## src/rtl/wseq_pkg.sv

```systemverilog
package wseq_pkg;
  localparam int CTL_W  = 6;
  localparam int RDY_W  = 6;
  localparam int IDX_W  = 3;
  localparam int NVEC   = 1 << IDX_W;
  localparam int RA_W   = 4;

  typedef struct packed {
    logic             last;
    logic             addr_inc;
    logic             fifo_adv;
    logic [IDX_W-1:0] next;
    logic [RDY_W-1:0] pol;
    logic [RDY_W-1:0] mask;
    logic [CTL_W-1:0] ctl;
  } vec_t;

  localparam int VEC_W = $bits(vec_t);

  localparam logic [RA_W-1:0] RA_COUNT = 4'd8;
  localparam logic [RA_W-1:0] RA_CFG   = 4'd9;
  localparam logic [RA_W-1:0] RA_ADDR  = 4'd10;
  localparam logic [RA_W-1:0] RA_START = 4'd11;
endpackage

```

## src/rtl/wseq_vecmem.sv

```systemverilog
module wseq_vecmem #(
  parameter int DEPTH = 8,
  parameter int WIDTH = 24,
  localparam int AW = $clog2(DEPTH)
) (
  input  logic             clk,
  input  logic             we,
  input  logic [AW-1:0]    waddr,
  input  logic [WIDTH-1:0] wdata,
  input  logic [AW-1:0]    raddr,
  output logic [WIDTH-1:0] rdata
);
  logic [WIDTH-1:0] mem [DEPTH];

  always_ff @(posedge clk) begin
    if (we) mem[waddr] <= wdata;
    rdata <= mem[raddr];
  end
endmodule

```

## src/rtl/wseq_cond.sv

```systemverilog
module wseq_cond
  import wseq_pkg::*;
(
  input  vec_t             vec,
  input  logic [RDY_W-1:0] rdy_in,
  input  logic             dir_out,
  input  logic             fifo_empty,
  input  logic             fifo_full,
  output logic             ready_ok,
  output logic             stall
);
  always_comb begin
    ready_ok = ((rdy_in ^ vec.pol) & vec.mask) == '0;
    stall    = vec.fifo_adv && (dir_out ? fifo_empty : fifo_full);
  end
endmodule

```

## src/rtl/wseq_txcount.sv

```systemverilog
module wseq_txcount #(
  parameter int CNT_W = 32
) (
  input  logic             clk,
  input  logic             rst,
  input  logic             load,
  input  logic [CNT_W-1:0] load_val,
  input  logic             dec,
  output logic [CNT_W-1:0] count,
  output logic             at_one,
  output logic             at_zero
);
  always_ff @(posedge clk) begin
    if (rst)       count <= '0;
    else if (load) count <= load_val;
    else if (dec)  count <= count - CNT_W'(1);
  end

  assign at_one  = count == CNT_W'(1);
  assign at_zero = count == '0;
endmodule

```

## src/rtl/wave_seq.sv

```systemverilog
module wave_seq
  import wseq_pkg::*;
#(
  parameter int ADDR_W = 9,
  parameter int DATA_W = 16,
  parameter int CNT_W  = 32,
  parameter int REG_W  = 32
) (
  input  logic              clk,
  input  logic              rst,
  input  logic              reg_we,
  input  logic [RA_W-1:0]   reg_addr,
  input  logic [REG_W-1:0]  reg_wdata,
  input  logic [RDY_W-1:0]  rdy_in,
  input  logic [DATA_W-1:0] dbus_in,
  input  logic              fifo_empty,
  input  logic              fifo_full,
  input  logic [DATA_W-1:0] fifo_rdata,
  output logic [CTL_W-1:0]  ctl_out,
  output logic [ADDR_W-1:0] addr_out,
  output logic [DATA_W-1:0] dbus_out,
  output logic              dbus_oe,
  output logic [1:0]        fifo_sel,
  output logic              fifo_pop,
  output logic              fifo_push,
  output logic [DATA_W-1:0] fifo_wdata,
  output logic              busy,
  output logic              done,
  output logic [CNT_W-1:0]  tc_remaining
);
  localparam int HALF = DATA_W / 2;

  logic             busy_q, done_q, dir_q, wide_q;
  logic [1:0]       sel_q;
  logic [IDX_W-1:0] idx_q, idx_n;
  logic [ADDR_W-1:0] addr_q;
  logic [DATA_W-1:0] dout_q, data_mask;
  logic [VEC_W-1:0] cur_raw;
  vec_t             cur;
  logic             idle_wr, start_req, ready_ok, stall, step, xfer, fin, busy_n;
  logic             tc_one, tc_zero, tc_load;

  assign idle_wr   = reg_we && !busy_q;
  assign tc_load   = idle_wr && reg_addr == RA_COUNT;
  assign start_req = idle_wr && reg_addr == RA_START && !tc_zero;

  wseq_vecmem #(.DEPTH(NVEC), .WIDTH(VEC_W)) u_mem (
    .clk   (clk),
    .we    (idle_wr && !reg_addr[RA_W-1]),
    .waddr (reg_addr[IDX_W-1:0]),
    .wdata (reg_wdata[VEC_W-1:0]),
    .raddr (idx_n),
    .rdata (cur_raw)
  );
  assign cur = vec_t'(cur_raw);

  wseq_cond u_cond (
    .vec        (cur),
    .rdy_in     (rdy_in),
    .dir_out    (dir_q),
    .fifo_empty (fifo_empty),
    .fifo_full  (fifo_full),
    .ready_ok   (ready_ok),
    .stall      (stall)
  );

  wseq_txcount #(.CNT_W(CNT_W)) u_tc (
    .clk      (clk),
    .rst      (rst),
    .load     (tc_load),
    .load_val (reg_wdata[CNT_W-1:0]),
    .dec      (step && cur.last),
    .count    (tc_remaining),
    .at_one   (tc_one),
    .at_zero  (tc_zero)
  );

  assign step = busy_q && ready_ok && !stall;
  assign xfer = step && cur.fifo_adv;
  assign fin  = step && cur.last && tc_one;

  always_comb begin
    busy_n = busy_q;
    if (start_req) busy_n = 1'b1;
    else if (fin)  busy_n = 1'b0;
    idx_n = idx_q;
    if (start_req) idx_n = '0;
    else if (step) idx_n = cur.last ? '0 : cur.next;
  end

  generate
    if (DATA_W > 8) begin : g_split
      assign data_mask = wide_q ? '1 : {{(DATA_W-HALF){1'b0}}, {HALF{1'b1}}};
    end else begin : g_byte
      assign data_mask = '1;
    end
  endgenerate

  always_ff @(posedge clk) begin
    if (rst) begin
      busy_q <= 1'b0;
      done_q <= 1'b0;
      idx_q  <= '0;
      dir_q  <= 1'b0;
      wide_q <= 1'b0;
      sel_q  <= '0;
      addr_q <= '0;
      dout_q <= '0;
    end else begin
      busy_q <= busy_n;
      idx_q  <= idx_n;
      if (start_req) done_q <= 1'b0;
      else if (fin)  done_q <= 1'b1;
      if (idle_wr && reg_addr == RA_CFG) begin
        dir_q  <= reg_wdata[0];
        wide_q <= reg_wdata[1];
        sel_q  <= reg_wdata[3:2];
      end
      if (idle_wr && reg_addr == RA_ADDR) addr_q <= reg_wdata[ADDR_W-1:0];
      else if (step && cur.addr_inc)      addr_q <= addr_q + ADDR_W'(1);
      if (xfer && dir_q) dout_q <= fifo_rdata & data_mask;
    end
  end

  assign ctl_out    = busy_q ? cur.ctl : '0;
  assign addr_out   = addr_q;
  assign dbus_out   = dout_q;
  assign dbus_oe    = busy_q && dir_q;
  assign fifo_sel   = sel_q;
  assign fifo_pop   = xfer && dir_q;
  assign fifo_push  = xfer && !dir_q;
  assign fifo_wdata = dbus_in & data_mask;
  assign busy       = busy_q;
  assign done       = done_q;
endmodule

```

## config.mk

```make
export PLATFORM = sky130hd
export DESIGN_NAME = wave_seq
export DESIGN_NICKNAME = d
export VERILOG_FILES = /design/src/rtl/wseq_pkg.sv /design/src/rtl/wseq_vecmem.sv /design/src/rtl/wseq_cond.sv /design/src/rtl/wseq_txcount.sv /design/src/rtl/wave_seq.sv
export SDC_FILE = /design/constraint.sdc
export NUM_CORES = 1
export LEC_CHECK = 0
export ABC_CLOCK_PERIOD_IN_PS = 6900
export CAP_MARGIN = 20
export CORE_ASPECT_RATIO = 1.75
export CORE_MARGIN = 2
export CORE_UTILIZATION = 31
export CTS_BUF_LIST = sky130_fd_sc_hd__clkbuf_16
export DETAILED_ROUTE_END_ITERATION = 7
export PLACE_DENSITY = 0.58
export SYNTH_ARGS = -nofsm -noshare
export SYNTH_HDL_FRONTEND = slang
export SYNTH_HIERARCHICAL = 1
export SYNTH_SLANG_ARGS = --single-unit
export TNS_END_PERCENT = 1
```

## constraint.sdc

```tcl
create_clock -name clk -period 6.9 [get_ports clk]
set_input_delay 1.38 -clock clk [delete_from_list [all_inputs] [get_ports clk]]
set_output_delay 1.38 -clock clk [all_outputs]
set_load 0.05 [all_outputs]
```

==> results.md, run 1 <==
- The classification of the worst-slack hold path is flip-flop to flip-flop.
- The fraction of the cycle the final worst path needs is 79.86%.
- Setup repair after global routing left no endpoint under its margin.
- The row count is just over 90.
- The clock skew after layout is around 0.011 ns.
- TritonCTS created 27 clock buffers.
- The number of antenna violations at the first check in global routing is 0.
- The most instantiated flip-flop cell in the synthesis netlist is sky130_fd_sc_hd__edfxtp_1.
- For the final routed database, the setup TNS stands at 0 ns.
- At the end of routability-driven placement, the weighted congestion stood at between 0.7 and 0.8.
- Global routing finished with a remaining overflow of 0.
- The run finished with clean final reports.
- The max-slew violation count is 0.
- The ratio of cells with drive above 1 in the final layout is between 10% and 20%.
- The area fraction of the dominant cell type after synthesis is 49.64%.
- The kind of critical path is input pin to output pin.
- The fraction of the yosys area taken by sequential cells is 65.15%.
- The cell sitting at the root of the clock tree is a sky130_fd_sc_hd__clkbuf_16.
- The post-synthesis net count is between 800 and 900.
- The time the final worst path needs with I/O delays and setup is between 5 and 6 ns.
- Counting flops and latches in the post-synthesis netlist gives roughly 280.
- The count of nets after finishing is around 1,000.
- Clock-pin slew was measured on the worst setup and hold paths at ~0.060 ns.
- CTS saw ~280 sinks.
- The total number of H-tree levels is 1.
- The number of global-route vias before repair is around 7,400.
- The post-synthesis instance area is between 10,000 and 15,000 µm².
- The static leakage is around 4.6 nW.
- For this run, design rule violations remaining after detail routing come to 0.
- The initial cell density of the core is about a third.
- Wires add up to between 20,000 and 30,000 µm.
- After technology mapping, the gate count stands at around 800.
- The per-instance average area after synthesis is about 15 µm².
- The total I/O pin count is between 150 and 200.
- Broken down by cell family, the worst path's largest delay share belongs to buffers and inverters.
- TritonCTS built the clock tree.
- The number of hold buffers added after cts is 0.
- The data arrival time of the worst path is just over 4 ns.
- The pin slew with the least headroom to its limit is roughly 1 ns.
- The number of DRC markers after the initial detailed-route iteration is 564.
- The tool flagged a number of max-cap violations equal to 0.
- The final antenna diode count is 0.
- The horizontal die dimension is 150.3 µm.
- The peak fanout along the critical path is 17.
- The Yosys step of the flow raised 6 warnings.
- The worst relative slew slack is ~33%.
- The clock latency on the worst-skew pair is about 0.54 ns.
- The final core area utilization is roughly two fifths.
- The count of final setup violators is 0.
- Together, buffers and inverters on the worst path number 3.
- The slowest cell on the critical path is sky130_fd_sc_hd__clkdlybuf4s50_1.
- The count of fill cells added during filler insertion is 3,412.
- VDD sags by at most roughly 0.16 mV.
- The synthesized design contains approximately 190 enable-type register cells.
- Dividing the detail-routed via count by the number of cells gives ~5.1.
- The category of the worst setup path capture point is an output pin.
- Among the stages of the critical path, the cell type that occurs most often is sky130_fd_sc_hd__clkdlybuf4s50_1.
- Once detail routing completed, the nets flagged for antenna violations numbered 0.
- For this design the ratio of total power to cell area is approximately 240 nW/µm².
- The total setup buffers inserted after CTS is 0.
- The synthesized design spends more area on one cell type than any other, namely sky130_fd_sc_hd__edfxtp_1.
- The die outline height is ~260 µm.
- The hold violation count in the final report came to 0.
- For this run, the total global-route usage over all layers was measured as 14.93%.
- The area of the die is 39,090 µm².
- The delay of the slowest cell on the worst path is 0.86 ns.
- The minimum hold slack is 0.4518 ns.
- The wire length of the first global-routing pass is roughly 44,000 µm.
- The critical path goes through clkdlybuf4s50_1 > xor2_1 > a22oi_1 > and3_1 > and3b_2 > nand3_4 > inv_2 > clkdlybuf4s50_1.
- From synthesis to final layout, the design area changed by 23.36%.
- The core box area is roughly 37,000 µm².
- In this run, post-CTS repair resized a total of 0 instances.
- The worst setup path is launched from an input pin.
- The number of optimization iterations in the first detailed-route pass is 5.
- After detailed routing, the average wire length per cell comes to around 21 µm.
- By area the synthesized netlist is led by sky130_fd_sc_hd__edfxtp_1, sky130_fd_sc_hd__dfxtp_1, sky130_fd_sc_hd__mux4_2.
- The count of input and output buffers is 148.
- The data required time at the worst endpoint is 5.52 ns.
- The async set-reset flop share out of synthesis is 0%.
- The routed layout has ~7,300 vias.
- The distinct cell type count after synthesis is just under 60.
- No sink is reached through more buffers than the 3 on the longest clock path.
- After legalization and detailed placement, the total HPWL measured roughly 19,000 µm.
- For this run, the top clock speed supported by timing is 181.5 MHz.
- The pin count of the biggest net entering global routing is 74.
-- sequential cells by signal (all words and copies together) (netlist names) --
signal       count
wide_q           1
addr_out         9
busy             1
dir_q            1
idx_q            3
u_tc/count      32
fifo_sel         2
dbus_out        16
u_mem/mem      192
done             1
u_mem/rdata     24
-- layout by cell type, fill, tap and decap left out, types with 7 or more instances in the layout --
cell type | synthesis | routed
sky130_fd_sc_hd__o21ai_0 | 8 | 8
sky130_fd_sc_hd__edfxtp_1 | 192 | 192
sky130_fd_sc_hd__a211oi_1 | 14 | 14
sky130_fd_sc_hd__nor2_4 | 0 | 8
sky130_fd_sc_hd__nor3_1 | 23 | 21
sky130_fd_sc_hd__or3_1 | 7 | 7
sky130_fd_sc_hd__clkdlybuf4s50_1 | 0 | 147
sky130_fd_sc_hd__xor2_1 | 11 | 11
sky130_fd_sc_hd__mux4_2 | 48 | 48
sky130_fd_sc_hd__mux2_2 | 9 | 9
sky130_fd_sc_hd__clkbuf_16 | 0 | 28
sky130_fd_sc_hd__xnor2_1 | 7 | 7
sky130_fd_sc_hd__nor3b_1 | 12 | 11
sky130_fd_sc_hd__inv_1 | 5 | 15
sky130_fd_sc_hd__clkinv_1 | 0 | 7
sky130_fd_sc_hd__o31ai_1 | 9 | 9
sky130_fd_sc_hd__buf_4 | 8 | 10
sky130_fd_sc_hd__mux2_4 | 15 | 15
sky130_fd_sc_hd__nand2_1 | 47 | 47
sky130_fd_sc_hd__nand4_1 | 7 | 7
sky130_fd_sc_hd__or4_1 | 16 | 16
sky130_fd_sc_hd__nor4_1 | 8 | 8
sky130_fd_sc_hd__and2_1 | 21 | 21
sky130_fd_sc_hd__a311oi_1 | 15 | 15
sky130_fd_sc_hd__a21oi_1 | 34 | 34
sky130_fd_sc_hd__nand3_1 | 18 | 18
sky130_fd_sc_hd__nor2_1 | 55 | 46
sky130_fd_sc_hd__dfxtp_1 | 90 | 90
-- synth_stat cells, types with 13 or more instances --
master and count:
sky130_fd_sc_hd__dfxtp_1 90, sky130_fd_sc_hd__buf_2 13, sky130_fd_sc_hd__nor3_1 23, sky130_fd_sc_hd__nor2_1 55, sky130_fd_sc_hd__or4_1 16, sky130_fd_sc_hd__edfxtp_1 192
sky130_fd_sc_hd__mux4_2 48, sky130_fd_sc_hd__clkbuf_1 24, sky130_fd_sc_hd__a211oi_1 14, sky130_fd_sc_hd__nand3_1 18, sky130_fd_sc_hd__and2_1 21, sky130_fd_sc_hd__a21oi_1 34
sky130_fd_sc_hd__a311oi_1 15, sky130_fd_sc_hd__mux2_4 15, sky130_fd_sc_hd__nand2_1 47
-- worst min-delay path: stages, from the launching register on --
cell and delay, ns:
sky130_fd_sc_hd__dfxtp_1 0.31, sky130_fd_sc_hd__nand2_1 0.05, sky130_fd_sc_hd__a21oi_1 0.05
-- per-stage QoR --
stage | power, mW | instance area (µm²) | setup WS (ns) | std cells
2_1_floorplan | 1.973 | 11610 | 2.709 | 794
5_1_grt | 3.509 | 14330 | 1.189 | 1421
3_5_place_dp | 2.063 | 13520 | 1.333 | 1372
6_report | 3.395 | 14330 | 1.390 | 1421
3_3_place_gp | 2.060 | 13520 | 1.357 | 1372
4_1_cts | 3.432 | 14330 | 1.332 | 1421
-- final timing paths --
check | startpoint | end | slack, ns | depth (start not counted)
max | rdy_in[5] | fifo_pop | 1.39 | 8
min | dbus_out[14] | dbus_out[14] | 0.45 | 2
max reg2reg | u_tc/count[4] | u_mem/rdata[15] | 2.17 | 9
min reg2reg | dbus_out[14] | dbus_out[14] | 0.45 | 2
-- final cells by class --
type / count / area (µm²) / area share, %
timing repair buffer: 158 / 1551 / 10.83
clock inverter: 21 / 112.6 / 0.7859
tap: 475 / 594.3 / 4.148
multi-input combinational: 450 / 3776 / 26.35
sequential: 282 / 7567 / 52.81
clock buffer: 28 / 700.7 / 4.890
inverter: 7 / 26.28 / 0.1834
-- power by group --
part	switching (mW)	internal (mW)	leakage [nW]
logic	0.114	0.0741	1.73
registers	0.0126	1.83	2.47
clock network	0.603	0.765	0.435
-- per-layer routing --
metal / track usage, % / part of all wire [%]
met1: 18.29 / 40
met2: 27.10 / 53
met3: 1.842 / 4.8
met4: 4.560 / 2.3
met5: 0 / 0
-- cells by family (layout without fill, tap and decap cells) --
family	count (synthesis)	after routing	share of synthesized area (%)
AO/OA/AOI/OAI	100	100	5.774
XOR/XNOR	18	18	1.357
adder cells (fa/ha/maj)	3	3	0.3232
buffers and inverters	62	214	3.006
flip-flops	282	282	65.15
multiplexers	77	77	12.55
AND/OR/NAND/NOR	252	252	11.84
Note: power is estimated with default switching activity, not from simulation.
==> run 2, diff against run 1 <==
--- a/config.mk
+++ b/config.mk
@@ -5,7 +5,7 @@
 export SDC_FILE = /design/constraint.sdc
 export NUM_CORES = 1
 export LEC_CHECK = 0
-export ABC_CLOCK_PERIOD_IN_PS = 6900
+export ABC_CLOCK_PERIOD_IN_PS = 5400
 export CAP_MARGIN = 20
 export CORE_ASPECT_RATIO = 1.75
 export CORE_MARGIN = 2
==> constraint.sdc (replaced) <==
create_clock -name clk -period 5.4 [get_ports clk]
set_input_delay 1.08 -clock clk [delete_from_list [all_inputs] [get_ports clk]]
set_output_delay 1.08 -clock clk [all_outputs]
set_load 0.05 [all_outputs]
==> run 2 against run 1 <==
Global-route usage decreased by 0.058 points; sequential share of layout area decreased by 0.53 points; clock-buffer cell count decreased by 1; flip-flop and latch count unchanged; critical path depth unchanged; hold slack improved by 0.00085 ns; cell count increased by 0.28%; combinational power increased by 28%; via count decreased by 0.66%; wire length decreased by 0.77%; worst setup slack got worse by 0.57 ns; non-clock buffer count increased by 4; critical path type unchanged; critical endpoint is now fifo_push.
==> results.md, run 2 (synthesis gave the netlist of run 1 again) <==
- The die outline height was 260.1 µm (unchanged).
- The kind of critical path is input pin to output pin.
- The category of the worst setup path capture point is an output pin.
- The count of input and output buffers came to 148 (unchanged).
- The post-route antenna net violation count is 0 (unchanged).
- The classification of the worst-slack hold path is flip-flop to flip-flop.
- The count of final setup violators is 0 (unchanged).
- The total number of clock tree sinks is 282 (unchanged).
- The data required time at the worst endpoint came to 4.32 ns (-1.20 ns).
- The met3 usage was 2.298% (+0.46 points).
- The final antenna diode count was 0 (unchanged).
- The buffer levels on the longest clock path is 3 (unchanged).
- The total half-perimeter wirelength after legalization and detailed placement is 18,790 µm (-0.33%).
- The count of nets after finishing is 1,012 (+0.40%).
- The pin slew with the least headroom to its limit is 1.046 ns (+0.04258 ns).
- The launch point of the worst hold path is dbus_out[7].
- The achievable clock frequency is approximately 220 MHz.
- The post-place instance area is 13,570 µm² (+0.41%).
- The total number of H-tree levels is 1 (unchanged).
- The met2 track demand over resource is 27.47% (+0.38 points).
- The startpoint of the most critical register-to-register path is u_tc/count[4].
- The peak fanout along the critical path came to 4 (-13).
- The sum of routed wire length over all layers is 29,130 µm (-0.77%).
- The hold violation count in the final report is 0 (unchanged).
- The slack of the critical path came to 0.8245 ns (-0.5652 ns).
- The wire length of the first global-routing pass is 44,130 µm (about the same).
- The library cells used most frequently in the layout, excluding fill and tap cells, are sky130_fd_sc_hd__edfxtp_1, sky130_fd_sc_hd__clkdlybuf4s50_1, sky130_fd_sc_hd__dfxtp_1, sky130_fd_sc_hd__mux4_2, sky130_fd_sc_hd__nand2_1.
- The pin count of the biggest net entering global routing was 47 (-36%).
- The highest-utilization routing layer at the global route stage is met2.
- The minimum hold slack is 0.4526 ns (+0.0008460 ns).
- The initial cell density of the core is 31.49% (unchanged).
- The placer's final routability congestion estimate is 0.8234 (+3.1%).
- The maximum vdd ir drop is 0.1998 mV (+23%).
- The overall via count from detail_route was 7,225 (-0.66%).
- The row count is 93 (unchanged).
- The power share of the combinational group is 5.3% (-0.2 points).
- The source of the critical timing path is rdy_in[4].
- The most common cell after layout, fill and taps aside is sky130_fd_sc_hd__edfxtp_1.
- The combined global-route utilization of all metal layers is 14.87% (-0.058 points).
- The static leakage is 4.680 nW (+0.97%).
- The setup TNS after final layout came to 0 ns (unchanged).
- The worst relative slew slack came to 30.08% (-2.8 points).
- The number of global-route vias before repair is 7,403 (-0.51%).
- The clock latency on the worst-skew pair is 0.54 ns (about the same).
- The clock buffer count from CTS came to 27 (unchanged).
- The largest registers in the layout are u_mem/mem x192, u_tc/count x32, u_mem/rdata x24.
- The register clock-pin slew on the reported worst setup and hold paths is 0.06 ns (about the same).
- TritonCTS built the clock tree.
- The global-route track usage on met1 is 17.77% (-0.52 points).
- The number of DRC markers after the initial detailed-route iteration came to 546 (-3.2%).
- The clock skew after layout came to 0.005869 ns (-0.004733 ns).
- The worst path needs around 4.6 ns of the cycle, external delays included.
- The number of optimization iterations in the first detailed-route pass is 4 (-1).
- The via count normalized by instance count is 5.070 (-0.94%).
- The data arrival time of the worst path was 3.50 ns (-0.63 ns).
- The cell area power density is 310.9 nW/µm² (+31%).
- The part of the power in the clock network is 42.5% (+2.2 points).
- The ratio of cells with drive above 1 in the final layout came to 16.11% (+1.4 points).
- The power after layout was 4.500 mW (+33%).
- The final instance area is 14,470 µm² (+1.0%).
- The net switching power figure is 0.9648 mW (+32%).
- The worst setup path is launched from an input pin.
- The remaining global-route overflow is 0 (unchanged).
- The top register by number of flip-flops is u_mem/mem.
- The horizontal die dimension is 150.3 µm (unchanged).
- The total setup buffers inserted after CTS is 0 (unchanged).
- The internal power contribution is 3.535 mW (+33%).
- The flip-flop count of the largest register after layout is 192 (unchanged).
- Dividing the final minimum period by the clock period gives a little over four fifths.
- The proportion of total power due to net switching came to 21.44% (-0.068 points).
- The reported max-cap violation count is 0 (unchanged).
- The core box area is 36,890 µm² (unchanged).
- The area of the die is 39,090 µm² (unchanged).
- The portion of total power attributed to sequential cells is 52.2% (-1.9 points).
- The number of hold buffers added after cts is 0 (unchanged).
- The cell sitting at the root of the clock tree is a sky130_fd_sc_hd__clkbuf_16.
- The number of antenna violations at the first check in global routing is 0 (unchanged).
- The flow ran to the end, and the final reports show no timing, DRC or antenna violations.
- Setup repair after global routing left no endpoint under its margin.
- The number of DRC violations after detailed routing came to 0 (unchanged).
- The number of cells upsized or downsized after cts came to 0 (unchanged).
- The area added between synthesis and finish is 24.60%.
- The max-slew violation count was 0 (unchanged).
- The minimum setup slack after placement is 0.7683 ns (-0.5645 ns).
- The total I/O pin count is 165 (unchanged).
- The detail-routed net length per standard cell is 20.44 µm (-1.0%).
[run 2: cell count changes in the layout (fill, tap and decap cells not counted), sizes merged]
cell      change
buf           +4
bufinv        +3
clkbuf        -1
clkinv        -1
clkinvlp      +3
inv           -4
[run 2: power groups by stage]
stage | Sequential [mW] | Combinational, mW | Clock, mW
2_1_floorplan | 2.41 | 0.109 | 0
3_3_place_gp | 2.39 | 0.238 | 0
3_5_place_dp | 2.40 | 0.241 | 0
4_1_cts | 2.35 | 0.242 | 1.97
5_1_grt | 2.35 | 0.257 | 2.04
6_report | 2.35 | 0.240 | 1.91
[run 2: cell type report]
class | count | area (µm²)
fill | 3443 | 22410
sequential | 282 | 7567
multi-input combinational | 450 | 3776
timing repair buffer | 162 | 1607
clock buffer | 27 | 675.6
tap | 475 | 594.3
clock inverter | 22 | 226.5
inverter | 7 | 26.28
[run 2: path summary, 6_finish.rpt]
kind                          end  slack, ns  cells after the start
setup reg to reg  u_mem/rdata[15]       1.13                      9
hold reg to reg       dbus_out[7]       0.45                      2
setup / recovery        fifo_push       0.82                      8
hold / removal        dbus_out[7]       0.45                      2
[run 2: critical path, cell delays in order]
cell and delay [ns]:
sky130_fd_sc_hd__clkdlybuf4s50_1 0.42, sky130_fd_sc_hd__xor2_1 0.14, sky130_fd_sc_hd__a22oi_1 0.17, sky130_fd_sc_hd__and3_1 0.34, sky130_fd_sc_hd__and3b_2 0.33, sky130_fd_sc_hd__nand2_1 0.08, sky130_fd_sc_hd__nor2_1 0.09, sky130_fd_sc_hd__clkdlybuf4s50_1 0.83
[run 2: layer usage]
| metal | share of wire (%) | routed length (µm) |
|---|---|---|
| met1 | 40 | 11670 |
| met2 | 53 | 15430 |
| met3 | 5.2 | 1524 |
| met4 | 1.8 | 511 |
| met5 | 0 | 0 |
[run 2: per-stage QoR]
stage          cells  utilization, %
2_1_floorplan    794               -
3_3_place_gp    1376           36.79
3_5_place_dp    1376           36.79
4_1_cts         1425           39.24
5_1_grt         1425           39.24
6_report        1425           39.24
